`config.mk`:
```
export PLATFORM = sky130hd
export DESIGN_NAME = ring_ack_master
export DESIGN_NICKNAME = d
export VERILOG_FILES = /design/src/rtl/ring_master_pkg.sv /design/src/rtl/ring_frame_parser.sv /design/src/rtl/ring_token_watchdog.sv /design/src/rtl/ring_tx_pipe.sv /design/src/rtl/ring_ack_master.sv
export SDC_FILE = /design/constraint.sdc
export NUM_CORES = 1
export LEC_CHECK = 0
export BUFFER_PORTS_ARGS = -buffer_cell sky130_fd_sc_hd__buf_2
export CAP_MARGIN = 20
export CORE_UTILIZATION = 60
export DETAILED_ROUTE_END_ITERATION = 12
export PLACE_DENSITY_LB_ADDON = 0.3
export SLEW_MARGIN = 0
export SYNTH_ARGS = -nofsm -noshare
export SYNTH_HDL_FRONTEND = slang
export SYNTH_SLANG_ARGS = --single-unit
```
`constraint.sdc`:
```
create_clock -name clk_i -period 3.15 [get_ports clk_i]
set_input_delay 0.63 -clock clk_i [delete_from_list [all_inputs] [get_ports clk_i]]
set_output_delay 0.63 -clock clk_i [all_outputs]
set_load 0.02 [all_outputs]
```
`src/rtl/ring_master_pkg.sv`:
```
package ring_master_pkg;
  localparam int unsigned BYTE_W = 8;

  localparam logic [BYTE_W-1:0] SYM_TOKEN = 8'hA5;
  localparam logic [BYTE_W-1:0] SYM_FRAME = 8'h5A;
  localparam logic [BYTE_W-1:0] ACK_GOOD  = 8'h01;
  localparam logic [BYTE_W-1:0] ACK_NONE  = 8'h00;

  typedef enum logic [2:0] {
    ST_IDLE,
    ST_SRC,
    ST_LEN,
    ST_PAY,
    ST_ACK,
    ST_CSUM
  } parse_st_e;
endpackage

```
`src/rtl/ring_frame_parser.sv`:
```
module ring_frame_parser
  import ring_master_pkg::*;
#(
  parameter int unsigned MAX_LEN = 16
) (
  input  logic              clk_i,
  input  logic              rst_ni,
  input  logic              valid_i,
  input  logic [BYTE_W-1:0] data_i,
  output logic              idle_o,
  output logic              activity_o,
  output logic              ack_slot_o,
  output logic              csum_slot_o,
  output logic              csum_ok_o,
  output logic [BYTE_W-1:0] src_o,
  output logic [BYTE_W-1:0] len_o
);
  localparam int unsigned LEN_W = $clog2(MAX_LEN + 1);

  parse_st_e         st_q;
  logic [LEN_W-1:0]  rem_q;
  logic [BYTE_W-1:0] acc_q;
  logic [BYTE_W-1:0] src_q;
  logic [BYTE_W-1:0] len_q;
  logic              len_ok;

  assign len_ok      = (data_i != '0) && (data_i <= BYTE_W'(MAX_LEN));
  assign idle_o      = (st_q == ST_IDLE);
  assign activity_o  = valid_i && idle_o &&
                       ((data_i == SYM_TOKEN) || (data_i == SYM_FRAME));
  assign ack_slot_o  = valid_i && (st_q == ST_ACK);
  assign csum_slot_o = valid_i && (st_q == ST_CSUM);
  assign csum_ok_o   = (data_i == acc_q);
  assign src_o       = src_q;
  assign len_o       = len_q;

  always_ff @(posedge clk_i or negedge rst_ni) begin
    if (!rst_ni) begin
      st_q  <= ST_IDLE;
      rem_q <= '0;
      acc_q <= '0;
      src_q <= '0;
      len_q <= '0;
    end else if (valid_i) begin
      unique case (st_q)
        ST_IDLE: if (data_i == SYM_FRAME) st_q <= ST_SRC;
        ST_SRC: begin
          src_q <= data_i;
          acc_q <= data_i;
          st_q  <= ST_LEN;
        end
        ST_LEN: begin
          if (len_ok) begin
            len_q <= data_i;
            rem_q <= data_i[LEN_W-1:0];
            acc_q <= acc_q ^ data_i;
            st_q  <= ST_PAY;
          end else begin
            st_q <= ST_IDLE;
          end
        end
        ST_PAY: begin
          acc_q <= acc_q ^ data_i;
          rem_q <= rem_q - LEN_W'(1);
          if (rem_q == LEN_W'(1)) st_q <= ST_ACK;
        end
        ST_ACK:  st_q <= ST_CSUM;
        ST_CSUM: st_q <= ST_IDLE;
        default: st_q <= ST_IDLE;
      endcase
    end
  end
endmodule

```
`src/rtl/ring_token_watchdog.sv`:
```
module ring_token_watchdog #(
  parameter int unsigned TIMEOUT = 4096
) (
  input  logic clk_i,
  input  logic rst_ni,
  input  logic activity_i,
  input  logic slot_free_i,
  output logic inject_o
);
  localparam int unsigned CNT_W = (TIMEOUT > 2) ? $clog2(TIMEOUT) : 1;

  logic [CNT_W-1:0] cnt_q;
  logic             pend_q;

  assign inject_o = pend_q && slot_free_i;

  // pend_q resets high so the first token goes out right after reset
  always_ff @(posedge clk_i or negedge rst_ni) begin
    if (!rst_ni) begin
      cnt_q  <= '0;
      pend_q <= 1'b1;
    end else if (activity_i) begin
      cnt_q  <= '0;
      pend_q <= 1'b0;
    end else if (inject_o) begin
      cnt_q  <= '0;
      pend_q <= 1'b0;
    end else if (!pend_q) begin
      if (cnt_q == CNT_W'(TIMEOUT - 1)) pend_q <= 1'b1;
      else                              cnt_q  <= cnt_q + CNT_W'(1);
    end
  end
endmodule

```
`src/rtl/ring_tx_pipe.sv`:
```
module ring_tx_pipe
  import ring_master_pkg::*;
(
  input  logic              clk_i,
  input  logic              rst_ni,
  input  logic              valid_i,
  input  logic [BYTE_W-1:0] data_i,
  input  logic              ack_slot_i,
  input  logic              inject_i,
  input  logic [BYTE_W-1:0] ack_val_i,
  output logic              tx_valid_o,
  output logic [BYTE_W-1:0] tx_data_o
);
  logic              s1_valid_q;
  logic              s1_ack_q;
  logic [BYTE_W-1:0] s1_data_q;

  always_ff @(posedge clk_i or negedge rst_ni) begin
    if (!rst_ni) begin
      s1_valid_q <= 1'b0;
      s1_ack_q   <= 1'b0;
      s1_data_q  <= '0;
    end else begin
      s1_valid_q <= valid_i || inject_i;
      s1_ack_q   <= ack_slot_i;
      s1_data_q  <= valid_i ? data_i : SYM_TOKEN;
    end
  end

  // ack value resolves one cycle later, when the checksum byte is at the input
  always_ff @(posedge clk_i or negedge rst_ni) begin
    if (!rst_ni) begin
      tx_valid_o <= 1'b0;
      tx_data_o  <= '0;
    end else begin
      tx_valid_o <= s1_valid_q;
      tx_data_o  <= s1_ack_q ? ack_val_i : s1_data_q;
    end
  end
endmodule

```
`src/rtl/ring_ack_master.sv`:
```
module ring_ack_master
  import ring_master_pkg::*;
#(
  parameter int unsigned MAX_LEN = 16,
  parameter int unsigned TIMEOUT = 4096
) (
  input  logic       clk_i,
  input  logic       rst_ni,
  input  logic       rx_valid_i,
  input  logic [7:0] rx_data_i,
  output logic       tx_valid_o,
  output logic [7:0] tx_data_o,
  output logic       host_valid_o,
  output logic [7:0] host_src_o,
  output logic [7:0] host_len_o,
  output logic       host_ok_o
);
  logic              parse_idle;
  logic              parse_act;
  logic              parse_ack;
  logic              parse_csum;
  logic              parse_ok;
  logic [BYTE_W-1:0] parse_src;
  logic [BYTE_W-1:0] parse_len;
  logic              inject;
  logic              frame_good;
  logic [BYTE_W-1:0] ack_val;

  ring_frame_parser #(.MAX_LEN(MAX_LEN)) u_parser (
    .clk_i      (clk_i),
    .rst_ni     (rst_ni),
    .valid_i    (rx_valid_i),
    .data_i     (rx_data_i),
    .idle_o     (parse_idle),
    .activity_o (parse_act),
    .ack_slot_o (parse_ack),
    .csum_slot_o(parse_csum),
    .csum_ok_o  (parse_ok),
    .src_o      (parse_src),
    .len_o      (parse_len)
  );

  ring_token_watchdog #(.TIMEOUT(TIMEOUT)) u_wdog (
    .clk_i      (clk_i),
    .rst_ni     (rst_ni),
    .activity_i (parse_act),
    .slot_free_i(!rx_valid_i),
    .inject_o   (inject)
  );

  assign frame_good = parse_csum && parse_ok;
  assign ack_val    = frame_good ? ACK_GOOD : ACK_NONE;

  ring_tx_pipe u_pipe (
    .clk_i     (clk_i),
    .rst_ni    (rst_ni),
    .valid_i   (rx_valid_i),
    .data_i    (rx_data_i),
    .ack_slot_i(parse_ack),
    .inject_i  (inject),
    .ack_val_i (ack_val),
    .tx_valid_o(tx_valid_o),
    .tx_data_o (tx_data_o)
  );

  always_ff @(posedge clk_i or negedge rst_ni) begin
    if (!rst_ni) begin
      host_valid_o <= 1'b0;
      host_src_o   <= '0;
      host_len_o   <= '0;
      host_ok_o    <= 1'b0;
    end else begin
      host_valid_o <= parse_csum;
      if (parse_csum) begin
        host_src_o <= parse_src;
        host_len_o <= parse_len;
        host_ok_o  <= parse_ok;
      end
    end
  end
endmodule

```
==> results.py <==
metrics = {
    "setup_path": {
        "crit_fanout": 13,
        "worstSetupPathType": "input pin to flip-flop",
        "critical_path_required_ps": 3350,
        "critPathLaunchType": "input pin",
        "cp_slowest_stage_delay_ps": 790,
        "arrival_ps": 2350,
        "cp_cell_sequence": "buf_2, nor4_1, nand2_1, a2111oi_4, a2111oi_0",
        "end_kind": "flip-flop",
        "critPathBufInv": 1,
        "cpLargestDelayFamily": "compound AO/OA/AOI/OAI gates",
        "cp_slowest_cell": "a2111oi_4",
    },
    "route": {
        "routed_wl_mm": 7.62,
        "viasPerCell": 6.28,
        "first_pass_iters": 5,
        "first_iter_violations": 253,
        "vias": 2769,
        "wl_per_cell_um": 17.3,
        "drc": 0,
        "drtAntennaViolNets": 0,
    },
    "yosys": {
        "synth_top_area_frac": 0.520,
        "syn_nets": 346,
        "ys_seq_elements": 82,
        "yosysSeqAreaShare": 0.527,
        "async_flop_share": 1.00,
        "yosysUniqueCellTypes": 59,
        "ys.flop_type": "dfrtp_1",
        "yosys.area.top_type": "dfrtp_1",
        "synth.top_cells.by_area": "dfrtp_1 (52%), mux2_2 (7.5%), a211oi_1 (3.3%), o21ai_0 (2.4%), mux2_4 (2.3%)",
        "syn_area_per_cell_sq_um": 11.7,
        "synthCells": 332,
        "netlist_area_sq_um": 3900,
        "synth_edf_count": 0,
        "yosysWarningCount": 0,
    },
    "clocking": {
        "cts_resized": 0,
        "cts_hold_buf": 0,
        "worst_skew_pair.late_latency_ps": 370,
        "clockBufferDepth": 2,
        "clk_pin_slew_ps": 80,
        "cts_tree": "done",
        "cts_root_buffer": "clkbuf_8",
        "post-cts-setup-buffer-count": 0,
        "cts_max_level": 3,
        "clock_sinks": 82,
        "cts_made_buffers": 9,
    },
    "grt": {
        "track_usage": 0.255,
        "overflow": 0,
        "grt_pass1_wl_mm": 12.7,
        "grt_max_degree": 83,
        "antenna_found_initial": 0,
        "grt_pass1_vias": 2535,
    },
    "final_layout": {
        "nets": 376,
        "syn2layout_area_growth_pct": 10.7,
        "final_cell_mix": "dfrtp_1 (81), buf_2 (36), mux2_2 (26)",
        "diodes": 0,
        "final_common_cell": "dfrtp_1",
        "drive_gt1_frac": 0.281,
        "instances_no_fill": 441,
    },
    "sta": {
        "rsz0062_at_grt": "no",
        "tns_ps": 0,
        "final_max_slew_viol_count": 0,
        "worst_slew_pin_slew_ps": 930,
        "min_period_over_period": 0.685,
        "fmax_mhz": 464,
        "finalCriticalPeriod_ps": 2160,
        "fin_ws_ps": 993,
        "setup_viol": 0,
        "skew_ps": 9.67,
        "hold_viol": 0,
        "maxSlewHeadroom": 0.378,
        "timing.hold.ws_ps": 200,
    },
    "run": {
        "max-cap-violations": 0,
    },
    "placed_design": {
        "dp_slack_ps": 712,
        "routabilityCongestion": 0.841,
        "place_inst": 425,
        "dpl.hpwl_mm": 4.95,
        "portBuffers": 37,
    },
    "floorplan": {
        "fp.dieW_um": 82.6,
        "start_util": 0.639,
        "die_h_um": 82.6,
        "die-area_sq_um": 6820,
        "coreArea_sq_um": 6100,
        "pin_count": 38,
        "row_count": 28,
    },
    "run_status": {
        "outcome": "finished, final reports clean",
    },
    "worst_hold_path": {
        "hold_path_class": "input pin to async pin",
    },
    "power": {
        "p_leak_uw": 0.00194,
        "power.density_nw_per_um2": 565,
        "max-vdd-ir-drop_v": 0.000355,
    },
}
[final cells by class]
cell class,instances,area (sq um)
clock buffers,10,138
clock inverters,5,62.6
fillers,443,1780
inverters,14,52.6
multi-input cells,215,1680
flip-flops and latches,82,2050
well taps,75,93.8
repair buffers,40,230
[layer usage]
metal	routed length, um	vias up	track usage
met2	3610	82	0.388
li1	-	1273	-
met4	121	0	0.0828
met1	3500	1401	0.359
met5	0	-	0
met3	382	13	0.0604
[worst paths after layout]
| kind | startpoint | to | slack [ps] | depth (start not counted) |
|---|---|---|---|---|
| hold / removal | rst_ni | u_pipe.tx_valid_o$_DFF_PN0_ | 200 | 1 |
| hold reg to reg | u_pipe.s1_valid_q$_DFF_PN0_ | u_pipe.tx_valid_o$_DFF_PN0_ | 350 | 0 |
| setup reg to reg | u_parser.st_q[1]$_DFFE_PN0P_ | u_parser.st_q[2]$_DFFE_PN0P_ | 1120 | 3 |
| min in group clk_i | u_pipe.s1_valid_q$_DFF_PN0_ | u_pipe.tx_valid_o$_DFF_PN0_ | 350 | 0 |
| setup / recovery | rx_data_i[0] | u_wdog.cnt_q[10]$_DFFE_PN0P_ | 990 | 5 |
| max in group asynchronous | rst_ni | u_pipe.tx_data_o[3]$_DFF_PN0_ | 2380 | 2 |
[flip-flops by register name (all words and copies together) (netlist names), 3 cells and up]
signal and flops:
host_len_o 8, host_src_o 8, u_parser.acc_q 8, u_parser.len_o 8, u_parser.rem_q 5, u_parser.src_o 8, u_parser.st_q 3, u_pipe.s1_data_q 8
u_pipe.tx_data_o 8, u_wdog.cnt_q 12
[synthesized netlist by cell type (5+ instances only)]
master / n
mux2_2: 26
clkbuf_1: 8
a2bb2oi_1: 8
o21ai_0: 19
nor2_1: 6
dfrtp_1: 81
nand3_1: 11
buf_2: 9
nor4_1: 5
a21oi_1: 5
mux2_4: 6
nor2b_1: 8
xnor2_1: 8
and2_1: 8
a211oi_1: 17
or3_1: 5
inv_1: 14
nand2_1: 19
[report_power, final]
group          internal (uW)  switching (uW)  total [uW]
registers               1180             115        1290
clock network            389             392         781
logic                    178             184         362
[through the flow]
| step | util | instance area, sq um | power, uW |
|---|---|---|---|
| 2_1_floorplan | - | 3900 | 1560 |
| 3_3_place_gp | 0.670 | 4080 | 1650 |
| 4_1_cts | 0.703 | 4280 | 2440 |
| 3_5_place_dp | 0.670 | 4080 | 1670 |
| 5_1_grt | 0.707 | 4310 | 2550 |
| 6_report | 0.707 | 4310 | 2440 |
[kinds of logic after synthesis]
logic type | Yosys count | synth area share
AOI/OAI and AO/OA | 71 | 0.134
xor gates and xnor gates | 8 | 0.0180
adders and majority gates | 3 | 0.00963
buffers and inverters | 35 | 0.0414
DFF | 82 | 0.527
muxes | 34 | 0.104
and+or+nand+nor | 99 | 0.166
Note: power is estimated with default switching activity, not from simulation.
